<file path="config.mk">
export PLATFORM = sky130hd
export DESIGN_NAME = lsd_serial_slave
export DESIGN_NICKNAME = d
export VERILOG_FILES = /design/src/rtl/lsd_ser_pkg.sv /design/src/rtl/lsd_ser_sync.sv /design/src/rtl/lsd_ser_edge.sv /design/src/rtl/lsd_ser_seq.sv /design/src/rtl/lsd_ser_chain.sv /design/src/rtl/lsd_ser_drive.sv /design/src/rtl/lsd_serial_slave.sv
export SDC_FILE = /design/constraint.sdc
export NUM_CORES = 1
export LEC_CHECK = 0
export ABC_AREA = 1
export BUFFER_PORTS_ARGS = -buffer_cell sky130_fd_sc_hd__buf_2
export CAP_MARGIN = 20
export CORE_MARGIN = 2
export CORE_UTILIZATION = 44
export CTS_CLUSTER_SIZE = 28
export DETAILED_ROUTE_END_ITERATION = 10
export GPL_ROUTABILITY_DRIVEN = 1
export HOLD_SLACK_MARGIN = 0.15
export MAX_ROUTING_LAYER = met4
export PLACE_DENSITY_LB_ADDON = 0.2
export SYNTH_ARGS = -nofsm -noshare
export SYNTH_HDL_FRONTEND = slang
export SYNTH_SLANG_ARGS = --single-unit
</file>
<file path="constraint.sdc">
create_clock -name clk -period 1.3 [get_ports clk]
set_input_delay 0 -clock clk [delete_from_list [all_inputs] [get_ports clk]]
set_output_delay 0 -clock clk [all_outputs]
set_load 0.03 [all_outputs]
</file>
<file path="src/rtl/lsd_ser_pkg.sv">
// Package: shared types for the serial output/fault register.
// Assumes: the synchronized control vector uses the field order below.
package lsd_ser_pkg;

    // Synchronized view of the asynchronous serial pins.
    typedef struct packed {
        logic clear;
        logic en_n;
        logic latch;
        logic sclk;
        logic sdat;
    } ser_pins_t;

    localparam int PIN_W = $bits(ser_pins_t);

    // Per-cycle edge events seen by the control sequencer.
    typedef struct packed {
        logic sclk_rise;
        logic sclk_fall;
        logic latch_rise;
    } ser_events_t;

endpackage

</file>
<file path="src/rtl/lsd_ser_sync.sv">
// Module: multi-flop synchronizer for a bundle of asynchronous inputs.
// Assumes: each bit is independent; STAGES >= 2; reset clears every flop.
module lsd_ser_sync #(
    parameter int WIDTH  = 5,
    parameter int STAGES = 2
) (
    input  logic             clk,
    input  logic             rst_n,
    input  logic [WIDTH-1:0] d_i,
    output logic [WIDTH-1:0] q_o
);

    logic [WIDTH-1:0] stage_q [STAGES];

    generate
        for (genvar s = 0; s < STAGES; s++) begin : g_stage
            if (s == 0) begin : g_first
                // Capture the raw pins.
                always_ff @(posedge clk) begin
                    if (!rst_n) stage_q[s] <= '0;
                    else        stage_q[s] <= d_i;
                end
            end else begin : g_next
                // Pass the value one flop further down the chain.
                always_ff @(posedge clk) begin
                    if (!rst_n) stage_q[s] <= '0;
                    else        stage_q[s] <= stage_q[s-1];
                end
            end
        end
    endgenerate

    assign q_o = stage_q[STAGES-1];

endmodule

</file>
<file path="src/rtl/lsd_ser_edge.sv">
// Module: rise/fall detector for a vector of synchronized levels.
// Assumes: inputs are already in the clk domain; reset sets history to 0.
module lsd_ser_edge #(
    parameter int WIDTH = 2
) (
    input  logic             clk,
    input  logic             rst_n,
    input  logic [WIDTH-1:0] lvl_i,
    output logic [WIDTH-1:0] rise_o,
    output logic [WIDTH-1:0] fall_o
);

    logic [WIDTH-1:0] prev_q;

    // Remember last cycle's level.
    always_ff @(posedge clk) begin
        if (!rst_n) prev_q <= '0;
        else        prev_q <= lvl_i;
    end

    assign rise_o = lvl_i & ~prev_q;
    assign fall_o = ~lvl_i & prev_q;

endmodule

</file>
<file path="src/rtl/lsd_ser_seq.sv">
// Module: decides each cycle whether the chain shifts, loads faults or is
// copied to the output register.
// Assumes: edge events are single-cycle pulses; clear has priority.
module lsd_ser_seq
    import lsd_ser_pkg::*;
(
    input  logic        clk,
    input  logic        rst_n,
    input  logic        clear_i,
    input  logic        latch_i,
    input  ser_events_t ev_i,
    output logic        shift_o,
    output logic        load_o,
    output logic        copy_o
);

    logic snap_armed_q;
    logic snap_now;

    // A snapshot is owed from the latch rise until the first falling edge.
    assign snap_now = latch_i & ev_i.sclk_fall & (snap_armed_q | ev_i.latch_rise);

    // Track whether the fault snapshot is still pending in this read phase.
    always_ff @(posedge clk) begin
        if (!rst_n || clear_i)     snap_armed_q <= 1'b0;
        else if (!latch_i)         snap_armed_q <= 1'b0;
        else if (ev_i.sclk_fall)   snap_armed_q <= 1'b0;
        else                       snap_armed_q <= snap_armed_q | ev_i.latch_rise;
    end

    assign load_o  = snap_now & ~clear_i;
    assign shift_o = ~clear_i & ((~latch_i & ev_i.sclk_rise) |
                                 (latch_i & ev_i.sclk_fall & ~snap_now));
    assign copy_o  = ~clear_i & ev_i.latch_rise;

endmodule

</file>
<file path="src/rtl/lsd_ser_chain.sv">
// Module: the shift chain shared by write data and fault read-back.
// Assumes: at most one of shift/load per cycle; clear wins over both.
module lsd_ser_chain #(
    parameter int N = 4
) (
    input  logic         clk,
    input  logic         rst_n,
    input  logic         clear_i,
    input  logic         shift_i,
    input  logic         load_i,
    input  logic         ser_i,
    input  logic [N-1:0] par_i,
    output logic [N-1:0] q_o,
    output logic         ser_o
);

    logic [N-1:0] chain_q;

    // Shift toward the top stage, or take a parallel snapshot.
    always_ff @(posedge clk) begin
        if (!rst_n || clear_i) chain_q <= '0;
        else if (load_i)       chain_q <= par_i;
        else if (shift_i)      chain_q <= {chain_q[N-2:0], ser_i};
    end

    assign q_o   = chain_q;
    assign ser_o = chain_q[N-1];

endmodule

</file>
<file path="src/rtl/lsd_ser_drive.sv">
// Module: output register and enable gating for the channel switches.
// Assumes: en_n_i is synchronized; gating never alters the stored value.
module lsd_ser_drive #(
    parameter int N = 4
) (
    input  logic         clk,
    input  logic         rst_n,
    input  logic         clear_i,
    input  logic         copy_i,
    input  logic         en_n_i,
    input  logic [N-1:0] d_i,
    output logic [N-1:0] held_o,
    output logic [N-1:0] drive_o
);

    logic [N-1:0] held_q;

    // Capture the chain on a latch rise, hold otherwise.
    always_ff @(posedge clk) begin
        if (!rst_n || clear_i) held_q <= '0;
        else if (copy_i)       held_q <= d_i;
    end

    assign held_o  = held_q;
    assign drive_o = en_n_i ? '0 : held_q;

endmodule

</file>
<file path="src/rtl/lsd_serial_slave.sv">
// Module: daisy-chainable output/fault shift register (top).
// Assumes: clk runs several times faster than sclk_i; fault_i is in the
// clk domain; all other control pins are asynchronous.
module lsd_serial_slave
    import lsd_ser_pkg::*;
#(
    parameter int CHANNELS    = 4,
    parameter int SYNC_STAGES = 2
) (
    input  logic                clk,
    input  logic                rst_n,
    input  logic                sclk_i,
    input  logic                sdat_i,
    input  logic                latch_i,
    input  logic                clear_i,
    input  logic                en_n_i,
    input  logic [CHANNELS-1:0] fault_i,
    output logic                sdat_o,
    output logic [CHANNELS-1:0] drive_o
);

    localparam int EDGE_W = 2;

    ser_pins_t             pins_raw;
    ser_pins_t             pins_s;
    logic [EDGE_W-1:0]     edge_rise;
    logic [EDGE_W-1:0]     edge_fall;
    ser_events_t           ev;
    logic                  shift_en;
    logic                  load_en;
    logic                  copy_en;
    logic [CHANNELS-1:0]   chain_q;
    logic [CHANNELS-1:0]   held_q;

    assign pins_raw = '{clear: clear_i, en_n: en_n_i, latch: latch_i,
                        sclk: sclk_i, sdat: sdat_i};

    lsd_ser_sync #(.WIDTH(PIN_W), .STAGES(SYNC_STAGES)) u_sync (
        .clk  (clk),
        .rst_n(rst_n),
        .d_i  (pins_raw),
        .q_o  (pins_s)
    );

    lsd_ser_edge #(.WIDTH(EDGE_W)) u_edge (
        .clk   (clk),
        .rst_n (rst_n),
        .lvl_i ({pins_s.latch, pins_s.sclk}),
        .rise_o(edge_rise),
        .fall_o(edge_fall)
    );

    assign ev = '{sclk_rise: edge_rise[0], sclk_fall: edge_fall[0],
                  latch_rise: edge_rise[1]};

    lsd_ser_seq u_seq (
        .clk    (clk),
        .rst_n  (rst_n),
        .clear_i(pins_s.clear),
        .latch_i(pins_s.latch),
        .ev_i   (ev),
        .shift_o(shift_en),
        .load_o (load_en),
        .copy_o (copy_en)
    );

    lsd_ser_chain #(.N(CHANNELS)) u_chain (
        .clk    (clk),
        .rst_n  (rst_n),
        .clear_i(pins_s.clear),
        .shift_i(shift_en),
        .load_i (load_en),
        .ser_i  (pins_s.sdat),
        .par_i  (fault_i),
        .q_o    (chain_q),
        .ser_o  (sdat_o)
    );

    lsd_ser_drive #(.N(CHANNELS)) u_drive (
        .clk    (clk),
        .rst_n  (rst_n),
        .clear_i(pins_s.clear),
        .copy_i (copy_en),
        .en_n_i (pins_s.en_n),
        .d_i    (chain_q),
        .held_o (held_q),
        .drive_o(drive_o)
    );

endmodule

</file>
Word-level counts from Yosys, hierarchy flattened
Memories as Yosys holds them, arrays and structs flattened.
Cells that the tools add are included.
{"block": "totals", "ff_bits": 11, "ram_bits": 10, "in_bits": 11, "out_inout_bits": 5, "wordCells": 34, "memories": 1}
{"block": "op_classes", "mux": 7, "n_bitwise": 18, "reduce_logical": 4}
{"name": "u_sync.stage_q", "depth": 2, "word_bits": 5, "rd": 2, "rd_ports_with_merged_regs": 0, "write_ports": 2, "line_no": "lsd_ser_sync.sv:13", "source": "logic [WIDTH-1:0] stage_q [STAGES];"}
{"op": "4-bit 2-to-1 mux", "n": 3}
{"op": "5-bit 2-to-1 mux", "n": 2}
{"op": "1-bit bitwise AND", "n": 8}
{"op": "1-bit NOT", "n": 4}
{"op": "1-bit bitwise OR", "n": 4}
{"op": "3-bit OR reduction", "n": 1}
{"op": "2-bit bitwise AND", "n": 1}
{"op": "1-bit 2-to-1 mux", "n": 2}
{"op": "2-bit NOT", "n": 1}
{"op": "2-bit nonzero test", "n": 1}
{"op": "1-bit zero test", "n": 1}
{"op": "1-bit logical OR", "n": 1}

Depth between registers and ports, before layout
{"block": "logic_depth", "depth_word": 10, "depth_mapped": 8, "mapped_depth_nobuf": 8}

Hierarchy
Synthesis repeated with hierarchy kept, for this count alone.
{"block": "unflattened", "cells_unflattened": 119, "area_unflattened_um2": 839.6}
{"module": "lsd_ser_sync", "n_inst": 1, "cells_per_inst": 31, "area_per_inst_um2": 286.5, "seq_area_each_um2": 200.2}
{"module": "lsd_ser_chain", "n_inst": 1, "cells_per_inst": 34, "area_per_inst_um2": 207.7, "seq_area_each_um2": 80.1}
{"module": "lsd_ser_drive", "n_inst": 1, "cells_per_inst": 27, "area_per_inst_um2": 171.4, "seq_area_each_um2": 80.1}
{"module": "lsd_ser_edge", "n_inst": 1, "cells_per_inst": 14, "area_per_inst_um2": 90.1, "seq_area_each_um2": 40.0}
{"module": "lsd_ser_seq", "n_inst": 1, "cells_per_inst": 13, "area_per_inst_um2": 83.8, "seq_area_each_um2": 20.0}

Least setup slack after synthesis
Ideal clock, no wire load.
{"block": "synth_timing", "path_kind": "reg2reg", "start": "memory u_sync.stage_q[1][2]", "end": "register u_chain.chain_q[3] (netlist: u_chain.q_o[3])", "setup_ps": 117, "arrival_ps": 876, "required_time_ps": 1183, "slack_ps": 307, "path_stages_with_launch": 6, "n_path_buf": 0, "period_less_slack_ps": 993, "cell_sequence": "dfxtp_1 > nand3_1 > a21oi_2 > nand2_1 > nor2_1 > nor2_1"}
{"item": "from (decl)", "line_no": "lsd_ser_sync.sv:13"}
{"item": "to (signal assigned)", "line_no": "lsd_ser_chain.sv:22", "source": "else if (load_i) chain_q <= par_i;"}
{"item": "to (signal assigned)", "line_no": "lsd_ser_chain.sv:23", "source": "else if (shift_i) chain_q <= {chain_q[N-2:0], ser_i};"}
{"item": "to (decl)", "line_no": "lsd_ser_chain.sv:17", "source": "logic [N-1:0] chain_q;"}

==> results by group <==
Synthesis
  – Cell taking the most area after synthesis: dfxtp_1
  – Yosys synthesis warning count: 0
  – Syn_area_per_cell: 7.24 um2
  – Mapped Cells: 111
  – Top cells by area, synth: dfxtp_1 52%, inv_1 12%, nand2_1 11%, nor2_1 8.4%, o21ai_0 5.0%
  – Synthesis-stage register bit count: 21
  – Synth Cell Area: 803 um2
  – Post-synth top area share: 52.3%
  – Register area share after synthesis: 52.3%
  – Synth cell types: 12
  – Synthesized Nets: 122

STA
  – Top achievable clock speed: 837 MHz
  – Crit share post-route: 91.9%
  – Final min period: 1190 ps
  – Final hold viol count: 0
  – RSZ-0062 raised after global routing: no
  – Relative slew margins: 86.7%
  – Final setup fails: 0
  – Slew Viols, Final: 0
  – Final TNS setup: 0 ps
  – Worst Tran Pin Value: 200 ps
  – Final Skew: 2.44 ps

Final layout
  – P&R area growth vs syn: 34.9%
  – Core Util, Final: 62.8%
  – Share of cells above drive strength 1: 17.4%
  – Antenna fix cells: 0
  – Fin nets: 156

Global route
  – Vias in the first global route: 613
  – Antenna violations before repair: 0
  – GRT Overall Usage: 16.3%
  – Largest net degree at the start of global routing: 14
  – First-pass GRT wire length: 2.37 mm
  – Total grt overflow: 0

CTS
  – Largest buffer count on any clock path: 2
  – CTS Buf Count: 3
  – Root buffer cell: clkbuf_4
  – Clk sinks: 21
  – H-tree levels: 1
  – CTS tree: done
  – Worst-path clk slew: 100 ps
  – Worst-Skew Late Latency: 290 ps
  – Setup Buffers After CTS: 0

Floorplan
  – Die width: 46.7 um
  – Die Y: 46.7 um
  – Core Region: 1730 um2
  – FP Rows: 15
  – Initial Util: 46.5%
  – Total die area: 2180 um2
  – IO Count: 16

Worst hold path
  – Critical hold path startpoint: u_sync.stage_q[0][2]$_SDFF_PN0_
  – Worst Hold Class: flip-flop to flip-flop

Critical path
  – Critical path endpoint category: flip-flop
  – Crit path arrival time: 1440 ps
  – Max FO, Critical Path: 13
  – Crit path from: rst_n
  – Crit start category: input pin
  – Reg2reg start: u_sync.stage_q[1][1]$_SDFF_PN0_
  – Data required, critical path: 1550 ps
  – Crit path kind: input pin to flip-flop

Route
  – Pre-antenna DRT Iters: 4
  – Wire length per cell: 8.60 um
  – Routed Antenna Nets: 0
  – WL final: 1.45 mm
  – Drt initial violations: 9
  – Via Count: 709
  – DRC: 0
  – Routed vias/inst: 4.20

Power
  – Leakage: 0.567 nW
  – Overall power: 1.11 mW
  – PD cells: 1030 nW/um2
  – Max VDD drop: 0.000732 V

Placed design
  – HPWL Detailed: 1.01 mm
  – IO buf count: 15
  – Global placer's final weighted congestion: 0.898

Outcome
  – Outcome: completed

Run
  – MaxCap Viol Count: 0
==> stage by stage <==
| stage | cells | worst slack [ps] | cell area (um2) | hold slack [ps] |
|---|---|---|---|---|
| 2_1_floorplan | 111 | 307 | 803 | 97.6 |
| 3_3_place_gp | 150 | 231 | 906 | 180 |
| 3_5_place_dp | 150 | 183 | 906 | 186 |
| 4_1_cts | 169 | 137 | 1080 | 422 |
| 5_1_grt | 169 | 32.4 | 1080 | 438 |
| 6_report | 169 | 105 | 1080 | 418 |
==> Yosys cell counts <==
cell and n:
nand3_1 3, inv_1 26, nor2_4 1, nand3_2 1, nand2_2 3, clkbuf_1 1
nand2_1 24, nor2_1 18, dfxtp_1 21, o21ai_0 8, a21oi_2 1, a21oi_1 4
==> cell usage in the layout, fill, tap and decap left out, drive strengths merged <==
cell,instances
dlygate4sd3,15
buf,15
nand3,4
a21oi,5
o21ai,8
nor2,19
dfxtp,21
nand2,27
inv,26
clkbuf,4
==> worst max-delay path: stages <==
cell and delay (ps):
dlygate4sd3_1 530, buf_2 220, nand2_1 70, dlygate4sd3_1 570, inv_1 50
==> per-layer routing <==
| metal | vias up | share of wire (%) | GRT usage, % |
|---|---|---|---|
| li1 | 390 | - | - |
| met1 | 300 | 46 | 17.1 |
| met2 | 15 | 49 | 27.8 |
| met3 | 4 | 4.1 | 5.10 |
| met4 | 0 | 1.3 | 7.22 |
| met5 | - | 0 | - |
==> final cells by class <==
type	count	area (um2)
fill	169	643
timing repair buffer	30	225
clock buffer	4	26.3
sequential	21	422
tap	25	31.3
inverter	26	97.6
multi-input combinational	63	282
==> power breakdown <==
group | switching, mW | total (mW) | internal (mW) | leakage (nW)
Sequential | 0.0140 | 0.685 | 0.671 | 0.173
Clock | 0.178 | 0.298 | 0.119 | 0.0150
Combinational | 0.0664 | 0.132 | 0.0653 | 0.379
==> path summary, 6_finish.rpt <==
| check | end | depth (start not counted) | slack [ps] |
|---|---|---|---|
| hold reg to reg | u_sync.stage_q[1][2]$_SDFF_PN0_ | 2 | 420 |
| hold / removal | u_sync.stage_q[1][2]$_SDFF_PN0_ | 2 | 420 |
| setup reg to reg | u_chain.q_o[2]$_SDFFE_PP0P_ | 8 | 240 |
| setup / recovery | u_sync.stage_q[0][2]$_SDFF_PN0_ | 5 | 110 |
==> flip-flops by register name (all words and copies together) (netlist names) <==
name / flops
u_chain.q_o: 4
u_sync.stage_q: 10
u_seq.snap_armed_q: 1
u_edge.prev_q: 2
u_drive.held_o: 4
==> repair_timing <==
item                       in CTS  in global routing
setup endpoints to repair       0                  1
gates resized for setup         0                  1
hold endpoints to repair       17                  0
hold buffers                   15                  0
==> logic make-up (layout without fill, tap and decap cells) <==
kind of cell	after synthesis	in the layout	share of synthesized area, %
buf+inv	27	60	12.6
compound gates	13	13	8.57
flops	21	21	52.3
simple gates	50	50	26.5
No activity file was read; power rests on OpenSTA's default activity.
